[config.mk]
export PLATFORM = sky130hd
export DESIGN_NAME = bru_unit
export DESIGN_NICKNAME = d
export VERILOG_FILES = /design/src/rtl/bru_pkg.sv /design/src/rtl/bru_cond.sv /design/src/rtl/bru_target.sv /design/src/rtl/bru_ctrl.sv /design/src/rtl/bru_unit.sv
export SDC_FILE = /design/constraint.sdc
export NUM_CORES = 1
export LEC_CHECK = 0
export CAP_MARGIN = 10
export CELL_PAD_IN_SITES_DETAIL_PLACEMENT = 0
export CELL_PAD_IN_SITES_GLOBAL_PLACEMENT = 1
export CORE_MARGIN = 2
export CORE_UTILIZATION = 30
export CTS_BUF_LIST = sky130_fd_sc_hd__clkbuf_2
export CTS_CLUSTER_DIAMETER = 200
export DETAILED_ROUTE_END_ITERATION = 16
export MAX_ROUTING_LAYER = met4
export PLACE_DENSITY_LB_ADDON = 0.1
export SYNTH_ARGS = -nofsm -noshare
export SYNTH_HDL_FRONTEND = slang
export SYNTH_SLANG_ARGS = --single-unit
[constraint.sdc]
create_clock -name clk_i -period 0.8 [get_ports clk_i]
set_input_delay 0.16 -clock clk_i [delete_from_list [all_inputs] [get_ports clk_i]]
set_output_delay 0.16 -clock clk_i [all_outputs]
set_load 0.01 [all_outputs]
[src/rtl/bru_pkg.sv]
package bru_pkg;

  typedef enum logic [2:0] {
    CLS_SEQ  = 3'd0,
    CLS_JUMP = 3'd1,
    CLS_COND = 3'd2,
    CLS_RET  = 3'd3,
    CLS_BRK  = 3'd4
  } bclass_e;

  typedef enum logic [2:0] {
    CC_EQ = 3'd0,
    CC_NE = 3'd1,
    CC_LT = 3'd2,
    CC_LE = 3'd3,
    CC_GT = 3'd4,
    CC_GE = 3'd5
  } ccode_e;

  typedef enum logic [1:0] {
    RK_PLAIN = 2'd0,
    RK_INTR  = 2'd1,
    RK_BRK   = 2'd2,
    RK_RSVD  = 2'd3
  } rkind_e;

  // target source select
  typedef enum logic [1:0] {
    TS_SEQ  = 2'd0,  // pc + step
    TS_REL  = 2'd1,  // pc + opb
    TS_ABS  = 2'd2,  // opb
    TS_BASE = 2'd3   // opa + opb
  } tsel_e;

  typedef struct packed {
    tsel_e tsel;
    logic  taken;
    logic  delay;
    logic  link_we;
    logic  set_bip;
    logic  clr_bip;
    logic  set_ie;
  } ctrl_t;

endpackage

[src/rtl/bru_cond.sv]
module bru_cond
  import bru_pkg::*;
#(
  parameter int XLEN = 32
) (
  input  logic [XLEN-1:0] opa_i,
  input  logic [2:0]      cond_i,
  output logic            hit_o
);

  logic is_zero;
  logic is_neg;

  assign is_zero = (opa_i == '0);
  assign is_neg  = opa_i[XLEN-1];

  always_comb begin
    unique case (cond_i)
      3'(CC_EQ): hit_o = is_zero;
      3'(CC_NE): hit_o = !is_zero;
      3'(CC_LT): hit_o = is_neg;
      3'(CC_LE): hit_o = is_neg || is_zero;
      3'(CC_GT): hit_o = !is_neg && !is_zero;
      3'(CC_GE): hit_o = !is_neg;
      default:   hit_o = 1'b0;
    endcase
  end

endmodule

[src/rtl/bru_target.sv]
module bru_target
  import bru_pkg::*;
#(
  parameter int XLEN = 32,
  parameter int STEP = 4
) (
  input  logic [XLEN-1:0] pc_i,
  input  logic [XLEN-1:0] opa_i,
  input  logic [XLEN-1:0] opb_i,
  input  tsel_e           sel_i,
  output logic [XLEN-1:0] addr_o
);

  localparam logic [XLEN-1:0] STEP_V = XLEN'(STEP);

  logic [XLEN-1:0] seq_addr;
  logic [XLEN-1:0] rel_addr;
  logic [XLEN-1:0] base_addr;

  assign seq_addr  = pc_i + STEP_V;
  assign rel_addr  = pc_i + opb_i;
  assign base_addr = opa_i + opb_i;

  always_comb begin
    unique case (sel_i)
      TS_SEQ:  addr_o = seq_addr;
      TS_REL:  addr_o = rel_addr;
      TS_ABS:  addr_o = opb_i;
      TS_BASE: addr_o = base_addr;
      default: addr_o = seq_addr;
    endcase
  end

endmodule

[src/rtl/bru_ctrl.sv]
module bru_ctrl
  import bru_pkg::*;
(
  input  logic [2:0] class_i,
  input  logic       hit_i,
  input  logic       link_i,
  input  logic       abs_i,
  input  logic       delay_i,
  input  logic [1:0] ret_kind_i,
  output ctrl_t      ctrl_o
);

  always_comb begin
    ctrl_o = '{tsel: TS_SEQ, default: 1'b0};
    unique case (class_i)
      3'(CLS_JUMP): begin
        ctrl_o.tsel    = abs_i ? TS_ABS : TS_REL;
        ctrl_o.taken   = 1'b1;
        ctrl_o.delay   = delay_i;
        ctrl_o.link_we = link_i;
      end
      3'(CLS_COND): begin
        ctrl_o.tsel  = hit_i ? TS_REL : TS_SEQ;
        ctrl_o.taken = hit_i;
        ctrl_o.delay = delay_i;
      end
      3'(CLS_RET): begin
        ctrl_o.tsel    = TS_BASE;
        ctrl_o.taken   = 1'b1;
        ctrl_o.delay   = 1'b1;
        ctrl_o.set_ie  = (ret_kind_i == 2'(RK_INTR));
        ctrl_o.clr_bip = (ret_kind_i == 2'(RK_BRK));
      end
      3'(CLS_BRK): begin
        ctrl_o.tsel    = TS_ABS;
        ctrl_o.taken   = 1'b1;
        ctrl_o.link_we = 1'b1;
        ctrl_o.set_bip = 1'b1;
      end
      default: ;
    endcase
  end

endmodule

[src/rtl/bru_unit.sv]
module bru_unit
  import bru_pkg::*;
#(
  parameter int              XLEN     = 32,
  parameter int              STEP     = 4,
  parameter logic [XLEN-1:0] RESET_PC = '0
) (
  input  logic            clk_i,
  input  logic            rst_ni,
  input  logic            valid_i,
  input  logic [XLEN-1:0] pc_i,
  input  logic [XLEN-1:0] opa_i,
  input  logic [XLEN-1:0] opb_i,
  input  logic [2:0]      class_i,
  input  logic [2:0]      cond_i,
  input  logic            link_i,
  input  logic            abs_i,
  input  logic            delay_i,
  input  logic [1:0]      ret_kind_i,
  output logic            valid_o,
  output logic [XLEN-1:0] next_pc_o,
  output logic            taken_o,
  output logic            delay_slot_o,
  output logic            link_we_o,
  output logic [XLEN-1:0] link_data_o,
  output logic            set_bip_o,
  output logic            clr_bip_o,
  output logic            set_ie_o
);

  logic            hit;
  ctrl_t           ctrl;
  logic [XLEN-1:0] target;

  bru_cond #(.XLEN(XLEN)) u_cond (
    .opa_i  (opa_i),
    .cond_i (cond_i),
    .hit_o  (hit)
  );

  bru_ctrl u_ctrl (
    .class_i    (class_i),
    .hit_i      (hit),
    .link_i     (link_i),
    .abs_i      (abs_i),
    .delay_i    (delay_i),
    .ret_kind_i (ret_kind_i),
    .ctrl_o     (ctrl)
  );

  bru_target #(.XLEN(XLEN), .STEP(STEP)) u_target (
    .pc_i   (pc_i),
    .opa_i  (opa_i),
    .opb_i  (opb_i),
    .sel_i  (ctrl.tsel),
    .addr_o (target)
  );

  always_ff @(posedge clk_i or negedge rst_ni) begin
    if (!rst_ni) begin
      valid_o      <= 1'b0;
      next_pc_o    <= RESET_PC;
      taken_o      <= 1'b0;
      delay_slot_o <= 1'b0;
      link_we_o    <= 1'b0;
      link_data_o  <= '0;
      set_bip_o    <= 1'b0;
      clr_bip_o    <= 1'b0;
      set_ie_o     <= 1'b0;
    end else begin
      valid_o      <= valid_i;
      taken_o      <= valid_i & ctrl.taken;
      delay_slot_o <= valid_i & ctrl.delay;
      link_we_o    <= valid_i & ctrl.link_we;
      set_bip_o    <= valid_i & ctrl.set_bip;
      clr_bip_o    <= valid_i & ctrl.clr_bip;
      set_ie_o     <= valid_i & ctrl.set_ie;
      if (valid_i) begin
        next_pc_o   <= target;
        link_data_o <= pc_i;
      end
    end
  end

endmodule

==> metrics.csv <==
metric,value,unit
count of cell types in the netlist,63,
worst slew pin tran,0.567,ns
clock root buffer master,clkbuf_2,
CP arrival,3.07,ns
"Min Clock Period, post-route",2.59,ns
dpl cells,1246,
residual DRC count,0,
period utilisation layout,324,%
initial antenna violation count,2,
hold crit path type,primary input to register,
leading area contributor after synthesis,dfrtp_1,
Synth Area in Adders,8.45,%
Synth async-reset ratio,100,%
crit-path max FO,12,
WHS,-0.0574,ns
status,finished with violations,
fill count,1701,
DRT Wirelength,24.9,mm
largest net degree at the start of global routing,36,
Synth warnings,0,
Leak,5.05,nW
vias in the first global route,7204,
Slew headroom,61.8,%
DR pass1 iterations,7,
Worst-path clk slew,0.25,ns
simple-gate share of the synthesized area,15.5,%
routed length per instance,18.8,um
Clock Path Buffers,2,
max-slew violations,0,
f_max,386,MHz
Synth area leaders,"dfrtp_1 31%, mux2_2 12%, ha_1 8.1%",
Synth Cell Area,0.00571,mm2
IO Pins,181,
initial core utilization,30.5,%
Post-Synth XOR/XNOR Area,8.59,%
clock sinks,71,
largest family of logic cells by synthesized area,compound AO/OA/AOI/OAI gates,
ANT nets after route,0,
CP max stage delay,0.38,ns
synthesis-stage register bit count,71,
CP Class,primary input to register,
Total GRT Usage,25.5,%
mux cell area share after synthesis,12.6,%
vias per cell,5.11,
CP endpoint kind,register,
Core Footprint,0.0187,mm2
failing checks,"hold timing, setup timing",
"final std cell area, no fill",0.0110,mm2
VDD IR max,0.000733,V
Die X-Extent,142,um
skew final,0,ns
first-pass GRT wire length,38.8,mm
Area Overhead vs Synth,92.0,%
final net count,1233,
CP startpoint kind,primary input,
"commonest non-fill, non-tap cell in the layout",buf_4,
die area,0.0202,mm2
CP cell instances,buf_6 -> nor2b_4 -> nand2_4 -> buf_12 -> buf_6 -> mux2_4 -> ha_4 -> a21o_1 -> a21o_1 -> a21oi_2 -> nor2_1 -> nor4_1 -> o31ai_1 -> xor2_1 -> a222oi_1 -> a21oi_1,
maxcap violations,0,
"Cell Count, Final, Fillers Out",1326,
GPL Wtd Cong,0.895,
Port Buffers,180,
area occupied by registers,0.00178,mm2
power per cell area,1350,mW/mm2
final hold violations,3,
Synth Flop Type,dfrtp_1,
final setup fails,137,
Mapped Cells,627,
share of cells above drive strength 1,51.2,%
"EDFF count, synth",0,
Chip Height,142,um
Rows,50,
Syn Area/Cell,9.11,um2
RSZ-0062 raised after global routing,yes,
slowest CP cell,a222oi_1,
Post-DP HPWL,19.3,mm
WP data required,1.28,ns
Final WS setup,-1.79,ns
CTS buffer count,9,
via count,6782,
"commonest cells after routing, fill and taps aside","235 x buf_4, 71 x dfrtp_1, 71 x clkdlybuf4s50_1, 67 x buf_6, 64 x buf_2",
area occupied by multi-input gates,0.00469,mm2
global route overflow,0,
Clock Latency Late Sink,0.59,ns
post-synth top area share,31.1,%
H-tree Lvls,3,
CTS tree,built,
Post-DP Area,0.00985,mm2
syn_nets,775,
compound-cell area share of the yosys netlist,21.0,%
starting DRC count in detailed routing,343,
sequential share of the synthesized area,31.1,%
overall power,14.8,mW
==> flip-flops by register name, summed over array words and instances (netlist names) <==
signal        flops
next_pc_o        32
delay_slot_o      1
link_data_o      32
taken_o           1
set_bip_o         1
set_ie_o          1
link_we_o         1
clr_bip_o         1
valid_o           1
==> cells by family (layout without fill, tap and decap cells) <==
| group | count (synthesis) | in the layout |
|---|---|---|
| DFF | 71 | 71 |
| AOI/OAI and AO/OA | 174 | 174 |
| other | 0 | 2 |
| adders and majority gates | 38 | 38 |
| muxes | 64 | 64 |
| xor gates and xnor gates | 56 | 56 |
| buffers and inverters | 40 | 503 |
| and+or+nand+nor | 184 | 184 |
==> synth_stat cells (all sizes together), types with 12 or more instances <==
| cell | count |
|---|---|
| dfrtp | 71 |
| mux2 | 63 |
| a21oi | 60 |
| nor2 | 59 |
| nand2 | 46 |
| ha | 37 |
| xnor2 | 35 |
| o21ai | 28 |
| nand3 | 21 |
| xor2 | 21 |
| clkbuf | 16 |
| a21o | 14 |
| a222oi | 13 |
| inv | 13 |
| nand4 | 12 |
==> report_power, final <==
part	switching, mW	internal (mW)	total (mW)	leakage, nW
logic	3.33	4.23	7.55	4.12
clock network	1.60	1.36	2.96	0.0961
registers	0.278	4.01	4.29	0.838
total	5.21	9.59	14.8	5.05
==> cell type report <==
cell class              instances  area share, %
inverters                      13          0.445
well taps                     234           2.67
clock inverters                 7           1.11
diodes                          2         0.0456
multi-input cells             516           42.8
flip-flops and latches         71           16.2
clock buffers                   9          0.411
repair buffers                474           36.4
==> critical path: cells and delay by family <==
family / cells / cell delay (ns)
adders and majority gates: 1 / 0.24
muxes: 1 / 0.30
xor gates and xnor gates: 1 / 0.17
buffers and inverters: 3 / 0.38
and+or+nand+nor: 4 / 0.57
AOI/OAI and AO/OA: 6 / 1.23
==> per-layer routing <==
| metal | global-route usage, % | wire length [um] | vias to the layer above |
|---|---|---|---|
| met3 | 3.10 | 994 | 36 |
| met2 | 41.7 | 12000 | 178 |
| met5 | - | 0 | - |
| li1 | - | - | 3275 |
| met4 | 7.89 | 636 | 0 |
| met1 | 33.3 | 11200 | 3293 |
==> path summary, 6_finish.rpt <==
kind	slack, ns	depth (start not counted)	to	startpoint
max	-1.79	16	next_pc_o[17]$_DFFE_PN0P_	class_i[2]
min	-0.06	5	link_we_o$_DFF_PN0_	class_i[2]
max reg2reg	-0.25	5	next_pc_o[30]$_DFFE_PN0P_	next_pc_o[30]$_DFFE_PN0P_
min reg2reg	0.54	1	link_data_o[4]$_DFFE_PN0P_	link_data_o[4]$_DFFE_PN0P_
max in group asynchronous	-0.04	3	next_pc_o[29]$_DFFE_PN0P_	rst_ni
min in group asynchronous	0.06	3	set_bip_o$_DFF_PN0_	rst_ni
==> metrics by stage <==
stage	setup TNS, ns	utilization [%]	setup slack [ns]
global placement	-117.16	52.7	-2.86
floorplan	-65.82	-	-2.49
CTS	-91.35	55.7	-1.83
global route	-98.84	58.6	-1.88
finish	-89.99	58.6	-1.79
detailed placement	-118.18	52.7	-2.93
==> repair_timing <==
action / CTS / global route
cloned: 1 / 0
endpoints found under the hold margin: 81 / 8
hold buffers: 8 / 1
gates resized for setup: 491 / 79
buffers inserted: 42 / 32
setup endpoints to repair: 127 / 138
pin swaps: 62 / 53
Power figures use the tool's default switching activity.
